==> config.mk <==
export PLATFORM = sky130hd
export DESIGN_NAME = seg_xlate_top
export DESIGN_NICKNAME = d
export VERILOG_FILES = /design/src/rtl/seg_xlate_pkg.sv /design/src/rtl/seg_xlate_table.sv /design/src/rtl/seg_xlate_split.sv /design/src/rtl/seg_xlate_check.sv /design/src/rtl/seg_xlate_top.sv
export SDC_FILE = /design/constraint.sdc
export NUM_CORES = 1
export LEC_CHECK = 0
export ABC_AREA = 1
export ABC_CLOCK_PERIOD_IN_PS = 5300
export BUFFER_PORTS_ARGS = -buffer_cell sky130_fd_sc_hd__buf_2
export CAP_MARGIN = 20
export CORE_UTILIZATION = 53
export CTS_BUF_LIST = sky130_fd_sc_hd__clkbuf_8
export DETAILED_ROUTE_END_ITERATION = 16
export PLACE_DENSITY_LB_ADDON = 0.1
export SLEW_MARGIN = 20
export SYNTH_ARGS = -nofsm -noshare
export SYNTH_HDL_FRONTEND = slang
export SYNTH_SLANG_ARGS = --single-unit
export TNS_END_PERCENT = 30
==> constraint.sdc <==
create_clock -name clk_i -period 5.3 [get_ports clk_i]
set_clock_uncertainty 0.15 [all_clocks]
set_input_delay 1.325 -clock clk_i [delete_from_list [all_inputs] [get_ports clk_i]]
set_output_delay 1.325 -clock clk_i [all_outputs]
set_load 0.02 [all_outputs]
==> src/rtl/seg_xlate_pkg.sv <==
package seg_xlate_pkg;
  localparam int unsigned VA_W_DEF  = 32;
  localparam int unsigned PA_W_DEF  = 30;
  localparam int unsigned IDX_W_DEF = 2;

  typedef enum logic [1:0] {
    FLT_NONE    = 2'd0,
    FLT_INVALID = 2'd1,
    FLT_BOUND   = 2'd2,
    FLT_RANGE   = 2'd3
  } fault_e;
endpackage

==> src/rtl/seg_xlate_table.sv <==
module seg_xlate_table #(
  parameter int unsigned IDX_W = 2,
  parameter int unsigned PA_W  = 30,
  parameter int unsigned BND_W = 32
) (
  input  logic             clk_i,
  input  logic             rst_ni,
  input  logic             wr_en_i,
  input  logic [IDX_W-1:0] wr_idx_i,
  input  logic [PA_W-1:0]  wr_base_i,
  input  logic [BND_W-1:0] wr_bound_i,
  input  logic             wr_valid_i,
  input  logic [IDX_W-1:0] rd_idx_i,
  output logic [PA_W-1:0]  rd_base_o,
  output logic [BND_W-1:0] rd_bound_o,
  output logic             rd_valid_o
);
  localparam int unsigned N_ENT = 1 << IDX_W;

  logic [PA_W-1:0]  base_q  [N_ENT];
  logic [BND_W-1:0] bound_q [N_ENT];
  logic             vld_q   [N_ENT];

  for (genvar g = 0; g < N_ENT; g++) begin : g_ent
    logic hit;
    assign hit = wr_en_i && (wr_idx_i == IDX_W'(g));
    always_ff @(posedge clk_i or negedge rst_ni) begin
      if (!rst_ni) begin
        base_q[g]  <= '0;
        bound_q[g] <= '0;
        vld_q[g]   <= 1'b0;
      end else if (hit) begin
        base_q[g]  <= wr_base_i;
        bound_q[g] <= wr_bound_i;
        vld_q[g]   <= wr_valid_i;
      end
    end
  end

  assign rd_base_o  = base_q[rd_idx_i];
  assign rd_bound_o = bound_q[rd_idx_i];
  assign rd_valid_o = vld_q[rd_idx_i];


  wr_visible_chk: assert property (@(posedge clk_i) disable iff (!rst_ni)
    wr_en_i |=> (base_q[$past(wr_idx_i)] == $past(wr_base_i)) &&
                (bound_q[$past(wr_idx_i)] == $past(wr_bound_i)) &&
                (vld_q[$past(wr_idx_i)] == $past(wr_valid_i)));
endmodule

==> src/rtl/seg_xlate_split.sv <==
module seg_xlate_split #(
  parameter int unsigned VA_W  = 32,
  parameter int unsigned IDX_W = 2
) (
  input  logic [VA_W-1:0]  va_i,
  input  logic             single_i,
  output logic [IDX_W-1:0] idx_o,
  output logic [VA_W-1:0]  off_o
);
  localparam int unsigned SEG_OFF_W = VA_W - IDX_W;

  always_comb begin
    if (single_i) begin
      idx_o = '0;
      off_o = va_i;
    end else begin
      idx_o = va_i[VA_W-1 -: IDX_W];
      off_o = {{IDX_W{1'b0}}, va_i[SEG_OFF_W-1:0]};
    end
  end
endmodule

==> src/rtl/seg_xlate_check.sv <==
module seg_xlate_check
  import seg_xlate_pkg::*;
#(
  parameter int unsigned PA_W  = 30,
  parameter int unsigned OFF_W = 32
) (
  input  logic [PA_W-1:0]  base_i,
  input  logic [OFF_W-1:0] bound_i,
  input  logic             ent_valid_i,
  input  logic [OFF_W-1:0] off_i,
  output logic [PA_W-1:0]  pa_o,
  output fault_e           fault_o
);
  localparam int unsigned SUM_W = OFF_W + 1;

  logic [SUM_W-1:0] sum;
  logic             past_top;

  assign sum      = {{(SUM_W-PA_W){1'b0}}, base_i} + {1'b0, off_i};
  assign past_top = |sum[SUM_W-1:PA_W];
  assign pa_o     = sum[PA_W-1:0];

  // priority: missing entry, then bound, then physical range
  always_comb begin
    if (!ent_valid_i)           fault_o = FLT_INVALID;
    else if (off_i > bound_i)   fault_o = FLT_BOUND;
    else if (past_top)          fault_o = FLT_RANGE;
    else                        fault_o = FLT_NONE;
  end
endmodule

==> src/rtl/seg_xlate_top.sv <==
module seg_xlate_top
  import seg_xlate_pkg::*;
#(
  parameter int unsigned VA_W  = VA_W_DEF,
  parameter int unsigned PA_W  = PA_W_DEF,
  parameter int unsigned IDX_W = IDX_W_DEF
) (
  input  logic             clk_i,
  input  logic             rst_ni,
  input  logic             wr_en_i,
  input  logic [IDX_W-1:0] wr_idx_i,
  input  logic [PA_W-1:0]  wr_base_i,
  input  logic [VA_W-1:0]  wr_bound_i,
  input  logic             wr_valid_i,
  input  logic             single_i,
  input  logic             req_valid_i,
  input  logic [VA_W-1:0]  req_va_i,
  output logic             rsp_valid_o,
  output logic             rsp_err_o,
  output logic [PA_W-1:0]  rsp_pa_o
);
  logic [IDX_W-1:0] sel_idx;
  logic [VA_W-1:0]  sel_off;
  logic [PA_W-1:0]  ent_base;
  logic [VA_W-1:0]  ent_bound;
  logic             ent_valid;
  logic [PA_W-1:0]  raw_pa;
  fault_e           fault;

  logic             vld_q;
  logic             err_q;
  logic [PA_W-1:0]  pa_q;

  seg_xlate_split #(.VA_W(VA_W), .IDX_W(IDX_W)) i_split (
    .va_i     (req_va_i),
    .single_i (single_i),
    .idx_o    (sel_idx),
    .off_o    (sel_off)
  );

  seg_xlate_table #(.IDX_W(IDX_W), .PA_W(PA_W), .BND_W(VA_W)) i_table (
    .clk_i      (clk_i),
    .rst_ni     (rst_ni),
    .wr_en_i    (wr_en_i),
    .wr_idx_i   (wr_idx_i),
    .wr_base_i  (wr_base_i),
    .wr_bound_i (wr_bound_i),
    .wr_valid_i (wr_valid_i),
    .rd_idx_i   (sel_idx),
    .rd_base_o  (ent_base),
    .rd_bound_o (ent_bound),
    .rd_valid_o (ent_valid)
  );

  seg_xlate_check #(.PA_W(PA_W), .OFF_W(VA_W)) i_check (
    .base_i      (ent_base),
    .bound_i     (ent_bound),
    .ent_valid_i (ent_valid),
    .off_i       (sel_off),
    .pa_o        (raw_pa),
    .fault_o     (fault)
  );

  always_ff @(posedge clk_i or negedge rst_ni) begin
    if (!rst_ni) begin
      vld_q <= 1'b0;
      err_q <= 1'b0;
      pa_q  <= '0;
    end else begin
      vld_q <= req_valid_i;
      if (req_valid_i && fault == FLT_NONE) begin
        err_q <= 1'b0;
        pa_q  <= raw_pa;
      end else begin
        err_q <= req_valid_i;
        pa_q  <= '0;
      end
    end
  end

  assign rsp_valid_o = vld_q;
  assign rsp_err_o   = err_q;
  assign rsp_pa_o    = pa_q;


  rsp_latency_chk: assert property (@(posedge clk_i) disable iff (!rst_ni)
    req_valid_i |=> rsp_valid_o);


  idle_quiet_chk: assert property (@(posedge clk_i) disable iff (!rst_ni)
    !rsp_valid_o |-> (!rsp_err_o && rsp_pa_o == '0));


  pa_zero_on_err_chk: assert property (@(posedge clk_i) disable iff (!rst_ni)
    rsp_err_o |-> rsp_pa_o == '0);


  bound_fault_chk: assert property (@(posedge clk_i) disable iff (!rst_ni)
    (req_valid_i && sel_off > ent_bound) |=> rsp_err_o);


  invalid_fault_chk: assert property (@(posedge clk_i) disable iff (!rst_ni)
    (req_valid_i && !ent_valid) |=> rsp_err_o);
endmodule

==> impl_results.md, run 1 <==
* TNS Setup at 0 ps
* Actual slew at the worst max-slew pin at approximately 850 ps
* Hold Path Origin: i_table.base_q[119]
* Via count at ~13000
* Crit Path Class: primary input to register
* Die area at ~28000 µm²
* Leading area contributor after synthesis: dfrtp_1
* Crit path buf inv count at 5
* Warnings from Yosys at 0
* Final worst slack at ~980 ps
* Gr usage total at 28.7%
* I/O pin count at between 100 and 150
* Post-synthesis sequential area ratio at roughly 49%
* Area share of fa/ha/maj cells after synthesis at 5.75%
* Worst Path Max Fanout at 26
* Top post-synthesis cells by area: dfrtp_1 (49%), nand2_1 (14%), o21ai_0 (10%)
* NumNets Final at a little over 2000
* Simple-Gate Fraction of Synth Area at about a fifth
* Delay-heaviest family, CP: simple AND/OR/NAND/NOR gates
* Pre-CTS WS at between 400 and 500 ps
* Die W at approximately 170 µm
* Post-Syn Nets at just under 2000
* Worst setup path start: req_va_i[30]
* H-Tree Depth at 2
* Count of cell types in the netlist at 37
* Worst min path class: register to register
* Post-Syn Area at between 10000 and 15000 µm²
* Final Cycle Share at between 80% and 90%
* Placed cell area at between 15000 and 20000 µm²
* Grt ovf at 0
* Sequential Power Share at 43.7%
* Cells after Synth at 1778
* Xor and xnor area share after synthesis at 1.51%
* DP HPWL at approximately 27000 µm
* Initial antenna violation count at 0
* DRC at 0
* Postcts setup bufs at 0
* Placer Congestion at between 0.9 and 1
* Synth Flop Type: dfrtp_1
* MaxCap Viol Count at 0
* Final setup fails at 0
* Final core occ at between 60% and 70%
* Max Slew Vio Count at 0
* Post-synth ARST share at 100%
* Slew Limit Headroom at about 44%
* Status: finished, final reports clean
* Max Fclk at 231 MHz
* Finished Cell Area at 16500 µm²
* CTS tree: built
* # rows at 60
* Worst path cell trace: buf_2, inv_1, nor2_4, clkinv_2, buf_4, a22oi_1, o22ai_1, ha_1, nand2_1, nor2_1, and3_1, nand2_1, nand2_2, nand2_1, nand3_1, nand2_1, nor2_2, nand3_2, buf_12, nor2_2
* Vias in the first global route at ~12000
* Most common cell in the synthesized netlist: nand2_1
* Worst path slowest cell: ha_1
* Drt wl/cell at roughly 17 µm
* First DRT Iteration DRCs at roughly 1100
* Pre-Repair DR Iteration Count at 7
* Post-synthesis compound-gate area fraction at between 10% and 20%
* Largest family of logic cells by synthesized area: simple AND/OR/NAND/NOR gates
* Final ANT Viol Nets at 0
* Register bit total from synthesis at ~280
* Min cycle time layout at about 4300 ps
* Leak at about 8.5 nW
* Starting Density at 54.0%
* RSZ-0062 raised after global routing: no
* CP Capture Type: register
* Switching power at between 0.0015 and 0.002 W
* PwrDens at ~370 nW/µm²
* N_diodes at 0
* CP Data Arrival Time at around 4700 ps
* Internal Power at 0.00414 W
* Clock network power share at around 33%
* Worst vdd ir at ~0.00022 V
* Most used cell, CP: nand2_1
* P&R area growth vs syn at 13.9%
* Post-synth EDFFs at 0
* Avg Vias per Cell at approximately 5.5
* Post-synthesis mux area share at 0%
* Post-CTS Resized at 0
* Reg-to-reg startpoint: i_table.base_q[90]
* Reg clk slew, reported paths at ~60 ps
* First-pass GRT wire length at around 64000 µm
* Chip Height at around 170 µm
* Top post-synthesis cells by count: nand2_1 (537), o21ai_0 (290), dfrtp_1 (284)
* Synth top area share at between 40 and 50%
* Clk buf depth at 3
* Hold Vio Cnt, Final at 0
* Peak per-stage delay on the critical path at 420 ps
* Largest net degree at the start of global routing at roughly 110
* Hold buffer count at CTS at 0
* Synth Area per Inst at just over 8 µm²
* Final wirelength at 39100 µm
* Cts bufs inserted at 48
* Share of layout cells above drive strength 1 at 13.9%
* Root buffer cell: clkbuf_8
* Worst-Skew Late Latency at roughly 580 ps
* CORE AREA at between 20000 and 30000 µm²
* Num Clock Sinks at ~280
* Comb pwr share at 23.2%
* Fillers at roughly 2500
* CP Launch Type: primary input
* WP data required at 5640 ps
* Switching Share at around 32%
* IO Port Bufs at about 130
layout by cell type, fill, tap and decap left out, drive strengths merged:
cell and count:
a21o 3, nand3 30, clkinvlp 1, o21bai 7, nor3b 1, a21oi 68, dfrtp 284, clkinv 5
bufinv 1, nor2 115, o22ai 36, and2 1, fa 1, nor4 1, inv 153, nand2 541
a31oi 3, a32o 26, nor3 9, buf 152, xnor2 19, xor2 6, or2 1, a21boi 1
o21a 2, nand4 2, clkbuf 64, ha 65, a22oi 31, o21ai 292, nand3b 1, and3 1
path summary, 6_finish.rpt:
check,cells past startpoint,slack (ps),to
worst max-delay path,20,980,rsp_pa_o[9]
worst min-delay path,2,330,i_table.base_q[119]
worst max register to register,16,2200,rsp_pa_o[9]
worst min register to register,2,330,i_table.base_q[119]
max in group asynchronous,2,3340,i_table.bound_q[34]
min in group asynchronous,1,670,rsp_pa_o[5]
worst reg2reg max path, cell delays in order, from the launching register on:
cell and delay (ps):
dfrtp_1 380, o21ai_0 160, o22ai_1 110, ha_1 230, fa_1 420, nand3_1 90, nand2_1 120, nand2_1 90
nand3b_1 180, nand2_1 110, nand3_1 130, nand2_1 100, nand2_1 70, nor2_2 110, nand3_2 220, buf_12 250
nor2_2 100
layout make-up:
cell class,count,area [µm²],area share (%)
flip-flops and latches,284,7110,43.0
multi-input cells,1263,6550,39.6
repair buffers,152,910,5.51
clock buffers,64,881,5.33
inverters,137,517,3.13
well taps,341,427,2.58
clock inverters,23,133,0.803
flip-flops by register name, indices dropped and copies added (netlist names):
signal	cells
i_table.base_q	120
rsp_valid_o	1
rsp_pa_o	30
i_table.bound_q	128
i_table.vld_q	4
rsp_err_o	1
power groups by stage:
stage / Combinational, W / Sequential (W) / Clock (W)
floorplan: 0.000963 / 0.00267 / 0
global placement: 0.00137 / 0.00269 / 0
detailed placement: 0.00140 / 0.00269 / 0
CTS: 0.00140 / 0.00266 / 0.00206
global route: 0.00160 / 0.00270 / 0.00215
finish: 0.00141 / 0.00266 / 0.00202
cell families (layout without fill, tap and decap cells):
kind of cell,Yosys count,after routing
flip-flops,284,284
adder cells (fa/ha/maj),66,66
AND/OR/NAND/NOR,703,703
AO/OA/AOI/OAI,469,469
XOR/XNOR,25,25
buffers and inverters,231,376
stage by stage:
step           power [W]  instances  hold WS, ps
2_1_floorplan    0.00363       1778          298
3_3_place_gp     0.00405       2177          312
3_5_place_dp     0.00409       2177          318
4_1_cts          0.00612       2264          333
5_1_grt          0.00645       2264          343
6_report         0.00609       2264          333
per-layer routing:
layer	vias to the layer above	routed length, µm	global-route usage, %
met2	446	17000	42.6
met4	0	963	9.01
met5	-	0	0
met3	57	2620	3.78
li1	6110	-	-
met1	5940	18500	43.5
Note: power is estimated with default switching activity, not from simulation.
==> inputs of run 2 (changes only) <==
- ABC_CLOCK_PERIOD_IN_PS: 5300 -> 3550
- clock period: 5.3 -> 3.55 ns (I/O delays scaled with it)
==> impl_results.md, run 2 (synthesis gave the netlist of run 1 again) <==
* Status: finished, final reports clean
* Initial antenna violation count at 0
* Worst-Skew Late Latency at between 500 and 600 ps
* First DRT Iteration DRCs at approximately 1100
* Largest net degree at the start of global routing at 83
* FF-to-FF setup slack at roughly 600 ps
* Final setup fails at 0
* Final wirelength at ~40000 µm
* Clock network power share at 31.8%
* Switching Share at 31.4%
* First-pass GRT wire length at 63900 µm
* Grt ovf at 0
* Via count at roughly 13000
* Crit Path Class: primary input to register
* Most frequent cells in the layout: nand2_1 (533), o21ai_0 (286), dfrtp_1 (284)
* Total power at ~0.0097 W
* Max Slew Vio Count at 0
* Non-filler cells in the finished layout at approximately 2400
* Hold buffer count at CTS at 0
* CTS tree: built
* Hold Vio Cnt, Final at 0
* Sequential Power Share at between 40% and 50%
* H-Tree Depth at 2
* Max Fclk at 291 MHz
* Starting Density at a little over half
* Die area at 28000 µm²
* Comb pwr share at 27.1%
* Chip Height at 167 µm
* Leak at a little over 9 nW
* Max FFs per register at approximately 130
* Cts bufs inserted at 48
* Num Clock Sinks at roughly 280
* Min cycle time layout at between 3000 and 4000 ps
* NumNets Final at between 2000 and 2500
* Final core occ at about two thirds
* Reg-to-reg startpoint: i_table.base_q[14]
* Pre-Repair DR Iteration Count at 5
* Placer Congestion at 0.963
* Largest Register: i_table.bound_q
* Worst Path Max Fanout at 8
* Final ANT Viol Nets at 0
* IO Port Bufs at between 100 and 150
* CORE AREA at 26900 µm²
* Share of layout cells above drive strength 1 at roughly 22%
* Root buffer cell: clkbuf_8
* Die W at about 170 µm
* CP Launch Type: primary input
* Worst setup path start: req_va_i[30]
* Internal Power at around 0.0066 W
* DRC at 0
* MaxCap Viol Count at 0
* Gr usage total at between 20% and 30%
* Placed Cells at about 2300
* Vias in the first global route at 12200
* DP HPWL at about 29000 µm
* N_diodes at 0
* Commonest non-fill, non-tap cell in the layout: nand2_1
* Clk buf depth at 3
* Drt wl/cell at about 17 µm
* Avg Vias per Cell at ~5.4
* Reg clk slew, reported paths at roughly 60 ps
* Worst-case reg-to-reg path depth at 16
* Worst min path class: primary input to async pin
* I/O pin count at ~130
* # rows at 60
* Final Cycle Share at a little over nine tenths
* CP Capture Type: register
* Actual slew at the worst max-slew pin at between 600 and 700 ps
* PwrDens at between 500 and 600 nW/µm²
* Switching power at approximately 0.003 W
* CP Data Arrival Time at roughly 3800 ps
* WP data required at about 4000 ps
* P&R area growth vs syn at 24.9%
* Slew Limit Headroom at a little under three fifths
* Worst vdd ir at 0.000282 V
==> run 2: cell types whose count changed in the layout (fill, tap and decap cells not counted), sizes merged <==
cell and delta:
bufinv +1, clkbuf +1, buf +159, clkinv +2
==> run 2: what timing repair did <==
action	in CTS	in global routing
setup endpoints to repair	0	30
gates resized for setup	0	38
buffers inserted	0	3
==> run 2: final timing paths <==
path	to
max	rsp_pa_o[26]
min	rsp_pa_o[5]
max reg2reg	rsp_pa_o[26]
min reg2reg	i_table.base_q[105]
max in group asynchronous	i_table.bound_q[60]
min in group clk_i	i_table.base_q[105]
==> run 2: routing by layer <==
metal | track usage [%] | wire [µm] | up-vias
li1 | - | - | 6436
met1 | 42.0 | 18900 | 6128
met2 | 44.2 | 17900 | 471
met3 | 5.65 | 3050 | 61
met4 | 7.90 | 939 | 0
met5 | 0 | 0 | -
==> run 2: through the flow <==
step                      worst slack, ps  hold slack [ps]  TNS, ps  cell area (µm²)
final                                 111              166        0            18100
after global routing                -49.9              203    -1040            18100
after CTS                             212              171        0            17800
after detailed placement             -380              318   -11150            16800
after global placement               -380              311   -11500            16800
after floorplan                      1.09              298        0            14500
==> run 2: area by class of cell <==
type | count | area, µm²
Clock buffer | 63 | 867
Fill cell | 2291 | 8760
Timing Repair inverter | 2 | 17.5
Inverter | 137 | 528
Clock inverter | 24 | 169
Timing Repair Buffer | 313 | 2310
Multi-Input combinational cell | 1263 | 6690
Sequential cell | 284 | 7110
Tap cell | 341 | 427
==> run 2: worst max-delay path, cell delays in order <==
cell       delay (ps)
buf_2             110
inv_1              80
nor2_4             40
buf_12            140
buf_8             150
buf_12            130
o21ai_1           130
o22ai_1           110
buf_4             170
ha_1              330
nand2_1           130
nor2_1            170
and3_1            160
nand2_1            60
nand2_2           130
nand2_1            90
nand3_1            70
nand2_1            90
nor2_4            140
nand3_4           150
clkbuf_16         210
nor2_2             80
==> run 2: power groups by stage <==
stage,Combinational [W],Sequential [W],Clock [W]
after global placement,0.00246,0.00400,0
after CTS,0.00252,0.00397,0.00312
after detailed placement,0.00251,0.00402,0
final,0.00261,0.00397,0.00307
after floorplan,0.00144,0.00398,0
after global routing,0.00291,0.00402,0.00326
